[src/rtl/sck_pkg.sv]
package sck_pkg;
  typedef enum logic [1:0] {
    PH_IDLE = 2'd0,
    PH_LOW  = 2'd1,
    PH_HIGH = 2'd2
  } phase_e;
endpackage

[src/rtl/sck_cfg_check.sv]
module sck_cfg_check #(
  parameter int SCALE_W   = 4,
  parameter int CNT_W     = 4,
  parameter int SCALE_MAX = 8
) (
  input  logic [SCALE_W-1:0] scale,
  input  logic [CNT_W-1:0]   hi,
  input  logic [CNT_W-1:0]   lo,
  output logic               illegal,
  output logic [CNT_W-1:0]   eff_hi,
  output logic [CNT_W-1:0]   eff_lo
);
  logic direct;
  logic over;
  logic zero_cnt;

  always_comb begin
    direct   = (scale == '0) && (hi == '0) && (lo == '0);
    over     = (int'(scale) > SCALE_MAX);
    zero_cnt = (hi == '0) || (lo == '0);
    illegal  = over || (zero_cnt && !direct);
    eff_hi   = direct ? CNT_W'(1) : hi;
    eff_lo   = direct ? CNT_W'(1) : lo;
  end
endmodule

[src/rtl/sck_prescaler.sv]
module sck_prescaler #(
  parameter int SCALE_W = 4,
  parameter int PRE_W   = 8
) (
  input  logic               clk,
  input  logic               rst_n,
  input  logic               clear,
  input  logic [SCALE_W-1:0] scale,
  output logic               tick
);
  logic [PRE_W-1:0] pcnt;
  logic [PRE_W-1:0] mask;

  for (genvar g = 0; g < PRE_W; g++) begin : g_mask
    assign mask[g] = (int'(scale) > g);
  end

  assign tick = !clear && (pcnt == mask);

  always_ff @(posedge clk or negedge rst_n) begin
    if (!rst_n)      pcnt <= '0;
    else if (clear)  pcnt <= '0;
    else if (tick)   pcnt <= '0;
    else             pcnt <= pcnt + PRE_W'(1);
  end
endmodule

[src/rtl/sck_phase_ctrl.sv]
module sck_phase_ctrl
  import sck_pkg::*;
#(
  parameter int SCALE_W = 4,
  parameter int CNT_W   = 4
) (
  input  logic               clk,
  input  logic               rst_n,
  input  logic               en,
  input  logic               run,
  input  logic               illegal,
  input  logic [SCALE_W-1:0] scale_in,
  input  logic [CNT_W-1:0]   eff_hi,
  input  logic [CNT_W-1:0]   eff_lo,
  input  logic               tick,
  output logic               sck,
  output logic               rise,
  output logic               fall,
  output logic               presc_clear,
  output logic [SCALE_W-1:0] scale_q,
  output logic [CNT_W-1:0]   hi_q,
  output logic [CNT_W-1:0]   lo_q
);
  phase_e           phase;
  logic [CNT_W-1:0] cnt;
  logic             start_ok;
  logic             last;

  assign start_ok    = en && run && !illegal;
  assign last        = tick && (cnt == CNT_W'(1));
  assign presc_clear = (phase == PH_IDLE);

  always_ff @(posedge clk or negedge rst_n) begin
    if (!rst_n) begin
      phase   <= PH_IDLE;
      cnt     <= '0;
      sck     <= 1'b0;
      rise    <= 1'b0;
      fall    <= 1'b0;
      scale_q <= '0;
      hi_q    <= '0;
      lo_q    <= '0;
    end else begin
      rise <= 1'b0;
      fall <= 1'b0;
      if (!en) begin
        phase <= PH_IDLE;
        fall  <= sck;
        sck   <= 1'b0;
      end else begin
        unique case (phase)
          PH_IDLE: begin
            if (start_ok) begin
              scale_q <= scale_in;
              hi_q    <= eff_hi;
              lo_q    <= eff_lo;
              cnt     <= eff_lo;
              phase   <= PH_LOW;
            end
          end
          PH_LOW: begin
            if (last) begin
              phase <= PH_HIGH;
              cnt   <= hi_q;
              sck   <= 1'b1;
              rise  <= 1'b1;
            end else if (tick) begin
              cnt <= cnt - CNT_W'(1);
            end
          end
          PH_HIGH: begin
            if (last) begin
              sck  <= 1'b0;
              fall <= 1'b1;
              if (start_ok) begin
                scale_q <= scale_in;
                hi_q    <= eff_hi;
                lo_q    <= eff_lo;
                cnt     <= eff_lo;
                phase   <= PH_LOW;
              end else begin
                phase <= PH_IDLE;
              end
            end else if (tick) begin
              cnt <= cnt - CNT_W'(1);
            end
          end
          default: phase <= PH_IDLE;
        endcase
      end
    end
  end
endmodule

[src/rtl/sck_duty_gen.sv]
module sck_duty_gen #(
  parameter int SCALE_W   = 4,
  parameter int CNT_W     = 4,
  parameter int SCALE_MAX = 8
) (
  input  logic               clk,
  input  logic               rst_n,
  input  logic               en,
  input  logic               run,
  input  logic [SCALE_W-1:0] scale_i,
  input  logic [CNT_W-1:0]   hi_i,
  input  logic [CNT_W-1:0]   lo_i,
  output logic               sck_o,
  output logic               rise_o,
  output logic               fall_o,
  output logic               cfg_err_o
);
  localparam int PRE_W = (SCALE_MAX < 1) ? 1 : SCALE_MAX;

  logic               illegal;
  logic [CNT_W-1:0]   eff_hi;
  logic [CNT_W-1:0]   eff_lo;
  logic               tick;
  logic               presc_clear;
  logic [SCALE_W-1:0] scale_q;
  logic [CNT_W-1:0]   hi_q;
  logic [CNT_W-1:0]   lo_q;

  sck_cfg_check #(.SCALE_W(SCALE_W), .CNT_W(CNT_W), .SCALE_MAX(SCALE_MAX)) u_chk_cfg (
    .scale   (scale_i),
    .hi      (hi_i),
    .lo      (lo_i),
    .illegal (illegal),
    .eff_hi  (eff_hi),
    .eff_lo  (eff_lo)
  );

  sck_prescaler #(.SCALE_W(SCALE_W), .PRE_W(PRE_W)) u_pre (
    .clk   (clk),
    .rst_n (rst_n),
    .clear (presc_clear),
    .scale (scale_q),
    .tick  (tick)
  );

  sck_phase_ctrl #(.SCALE_W(SCALE_W), .CNT_W(CNT_W)) u_ctrl (
    .clk         (clk),
    .rst_n       (rst_n),
    .en          (en),
    .run         (run),
    .illegal     (illegal),
    .scale_in    (scale_i),
    .eff_hi      (eff_hi),
    .eff_lo      (eff_lo),
    .tick        (tick),
    .sck         (sck_o),
    .rise        (rise_o),
    .fall        (fall_o),
    .presc_clear (presc_clear),
    .scale_q     (scale_q),
    .hi_q        (hi_q),
    .lo_q        (lo_q)
  );

  always_ff @(posedge clk or negedge rst_n) begin
    if (!rst_n) cfg_err_o <= 1'b0;
    else        cfg_err_o <= illegal;
  end
endmodule

[config.mk]
export PLATFORM = sky130hd
export DESIGN_NAME = sck_duty_gen
export DESIGN_NICKNAME = d
export VERILOG_FILES = /design/src/rtl/sck_pkg.sv /design/src/rtl/sck_cfg_check.sv /design/src/rtl/sck_prescaler.sv /design/src/rtl/sck_phase_ctrl.sv /design/src/rtl/sck_duty_gen.sv
export SDC_FILE = /design/constraint.sdc
export NUM_CORES = 1
export LEC_CHECK = 0
export ABC_AREA = 1
export ABC_CLOCK_PERIOD_IN_PS = 3600
export BUFFER_PORTS_ARGS = -buffer_cell sky130_fd_sc_hd__clkbuf_2
export CORE_MARGIN = 5
export CORE_UTILIZATION = 63
export CTS_CLUSTER_SIZE = 40
export DETAILED_ROUTE_END_ITERATION = 12
export GPL_TIMING_DRIVEN = 0
export PLACE_DENSITY_LB_ADDON = 0.12
export SKIP_LAST_GASP = 1
export SLEW_MARGIN = 20
export SYNTH_ARGS = -nofsm -noshare
export SYNTH_HDL_FRONTEND = slang
export SYNTH_SLANG_ARGS = --single-unit
[constraint.sdc]
create_clock -name clk -period 3.6 [get_ports clk]
set_clock_uncertainty 0.15 [all_clocks]
set_input_delay 0.54 -clock clk [delete_from_list [all_inputs] [get_ports clk]]
set_output_delay 0.54 -clock clk [all_outputs]
set_load 0.005 [all_outputs]
==> metrics.txt <==
later-pin clock latency in the skew report=310 ps; FMAX=0.4467 GHz; initial cell density of the core=65.70%; setup bufs post-CTS=0; Hold Slack=69.77 ps; most frequent cells in the layout=81 x nand2_1, 29 x inv_1, 27 x nor2_1; routed length per instance=12.40 um; dpl hpwl=2975 um; Vias/cell=5.318; Worst R2R End=u_ctrl.scale_q[2]$_DFFE_PN0P_; r2r worst-path depth=13; EDFF count, synth=0; # IOs=20; 1st-pass router iterations=4; initial antenna violation count=0; number of distinct library cells after synthesis=28; Std-Cell Rows=19; Switching Fraction=47.65%; syn nets=277; Worst-path clk slew=130 ps; post-CTS sizing=0; ratio of cells with drive above 1 in the final layout=16.42%; Crit Path Max Fanout=10; kind of critical path=register to register; drt drc=0; largest net degree at the start of global routing=27; share of total power in the clock network=9.9%; synth warn=0; final hold vios=0; Critical Path RT=3670 ps; routed wire length=3782 um; die area=4048 um^2; worst min-delay path category=primary input to async pin; Worst EP arrival=2310 ps; gr ovfl total=0; #FFs+latches synth=26; fin crit share=62.18%; CTS tree=yes; setup TNS=0 ps; main combinational cell family by area after synthesis=simple AND/OR/NAND/NOR gates; Comb pwr share=51.4%; sequential power share=38.7%; Peak VDD IR=0.5424 mV; Mapped Area=1812 um^2; Seq. cell area=650.6 um^2; Synth Area in Simple Gates=39.43%; outcome=finished, final reports clean; NetSw=0.5770 mW; Max-Slew Margin vs Limit=57.29%; min Tclk post-route=2239 ps; First DRT Iteration DRCs=101; asr flop ratio synth=100.0%; CP Capture Type=register; Die H=63.63 um; Syn Area/Cell=7.161 um^2; vias in the first global route=1,543; reg2reg start=u_ctrl.phase[0]$_DFFE_PN0P_; Synth Area in Adders=5.525%; sequential area share after synthesis=35.91%; compound-cell area share of the yosys netlist=8.287%; Critical Path Source Type=register; top_reg_cell synth=dfrtp_1; pins over their slew limit=0; RSZ-0062 raised after global routing=no; Fillers=253; most common cell after layout, fill and taps aside=nand2_1; Nets=300; GRT Total Usage=21.04%; Hold Buf Count CTS=0; Placer Congestion=0.8793; H-tree depth=1; Chip Width=63.63 um; via count=1,622; PortBufs=18; CTS Buf Count=3; pwr dens=616.8 nW/um^2; utilization after layout=71.19%; ANT cells=0; Worst Tran Pin Value=640.7 ps; P_int=0.6338 mW; clk buf depth=2; first-pass GRT wire length=6913 um; CORE AREA=2758 um^2; Tot Pwr=1.211 mW; synthesized instance count=253; multiplexer area fraction after synthesis=0%; flop2flop setup slack=1360 ps; final setup violating endpoints=0; Root Driver=clkbuf_4; xor and xnor area share after synthesis=3.384%; P&R area growth vs syn=8.356%; DRT antenna net count=0; multi-input logic area=1026 um^2; CTS Sinks=26; max_cap viols=0; Leakage Power=1.009 nW
==> synthesized netlist by cell type (all sizes together), types with 2 or more instances <==
cell type  instances  area, um^2
nor2              33       153.9
dfrtp             26       650.6
nand2             85       339.1
xor2               5       43.79
o21ai              9       63.81
xnor2              2       17.52
nor3               4       20.02
ha                 8       100.1
nand3             28       155.2
nand4              3       33.78
a21oi             13       72.57
inv               32       120.1
==> power groups by stage <==
stage / logic, mW / registers [mW] / clock network, mW
2_1_floorplan: 0.502 / 0.450 / 0
3_3_place_gp: 0.601 / 0.470 / 0
3_5_place_dp: 0.615 / 0.475 / 0
4_1_cts: 0.621 / 0.468 / 0.124
5_1_grt: 0.714 / 0.483 / 0.144
6_report: 0.622 / 0.468 / 0.120
==> state kept, by name, indices dropped and copies added (netlist names), 2 cells and up <==
signal	cells
u_ctrl.scale_q	4
u_ctrl.hi_q	4
u_ctrl.phase	2
u_ctrl.cnt	4
u_pre.pcnt	8
==> worst max path at each step <==
stage	start	endpoint	slack (ps)	cells past startpoint
5_1_grt	u_ctrl.phase[0]$_DFFE_PN0P_	u_ctrl.phase[0]$_DFFE_PN0P_	1200	13
3_5_place_dp	lo_i[3]	u_ctrl.scale_q[2]$_DFFE_PN0P_	1250	14
6_report	u_ctrl.phase[0]$_DFFE_PN0P_	u_ctrl.scale_q[2]$_DFFE_PN0P_	1360	13
4_1_cts	u_ctrl.phase[0]$_DFFE_PN0P_	u_ctrl.scale_q[2]$_DFFE_PN0P_	1360	13
2_1_floorplan	u_ctrl.phase[0]$_DFFE_PN0P_	u_ctrl.hi_q[0]$_DFFE_PN0P_	1620	13
3_3_place_gp	lo_i[3]	u_ctrl.hi_q[0]$_DFFE_PN0P_	1270	14
==> layer usage <==
metal / vias to the layer above / track usage [%] / wire length (um)
met5: - / 0 / 0
met4: 0 / 7.013 / 55
met3: 4 / 3.020 / 168
met2: 40 / 30.33 / 1670
met1: 735 / 31.92 / 1888
li1: 843 / - / -
==> critical path, stage by stage (launching register included) <==
cell and delay [ps]:
dfrtp_1 440, inv_1 100, ha_1 210, inv_2 120, nand3_2 100, nor2_2 120
nand3_2 90, nor2_4 180, nand4_4 140, o21ai_4 140, nand2_4 80, buf_6 150
nand2_1 70, o21ai_2 50
==> area by class of cell <==
type	instances	area share [%]
multi-input combinational	193	52.26
sequential	26	33.14
inverter	32	6.119
timing repair buffer	18	4.589
tap	31	1.976
clock buffer	3	1.147
buffer	2	0.7648
==> logic make-up (layout without fill, tap and decap cells) <==
kind of cell             count (synthesis)  after routing
AO/OA/AOI/OAI                           24             24
XOR/XNOR                                 7              7
adder cells (fa/ha/maj)                  8              8
buffers and inverters                   34             55
flip-flops                              26             26
AND/OR/NAND/NOR                        154            154
==> per-stage QoR <==
step | cells | setup WS, ps | cell area (um^2)
2_1_floorplan | 253 | 1624 | 1812
3_3_place_gp | 302 | 1274 | 1941
3_5_place_dp | 302 | 1248 | 1941
4_1_cts | 305 | 1361 | 1963
5_1_grt | 305 | 1198 | 1963
6_report | 305 | 1361 | 1963
No activity file was read; power rests on OpenSTA's default activity.
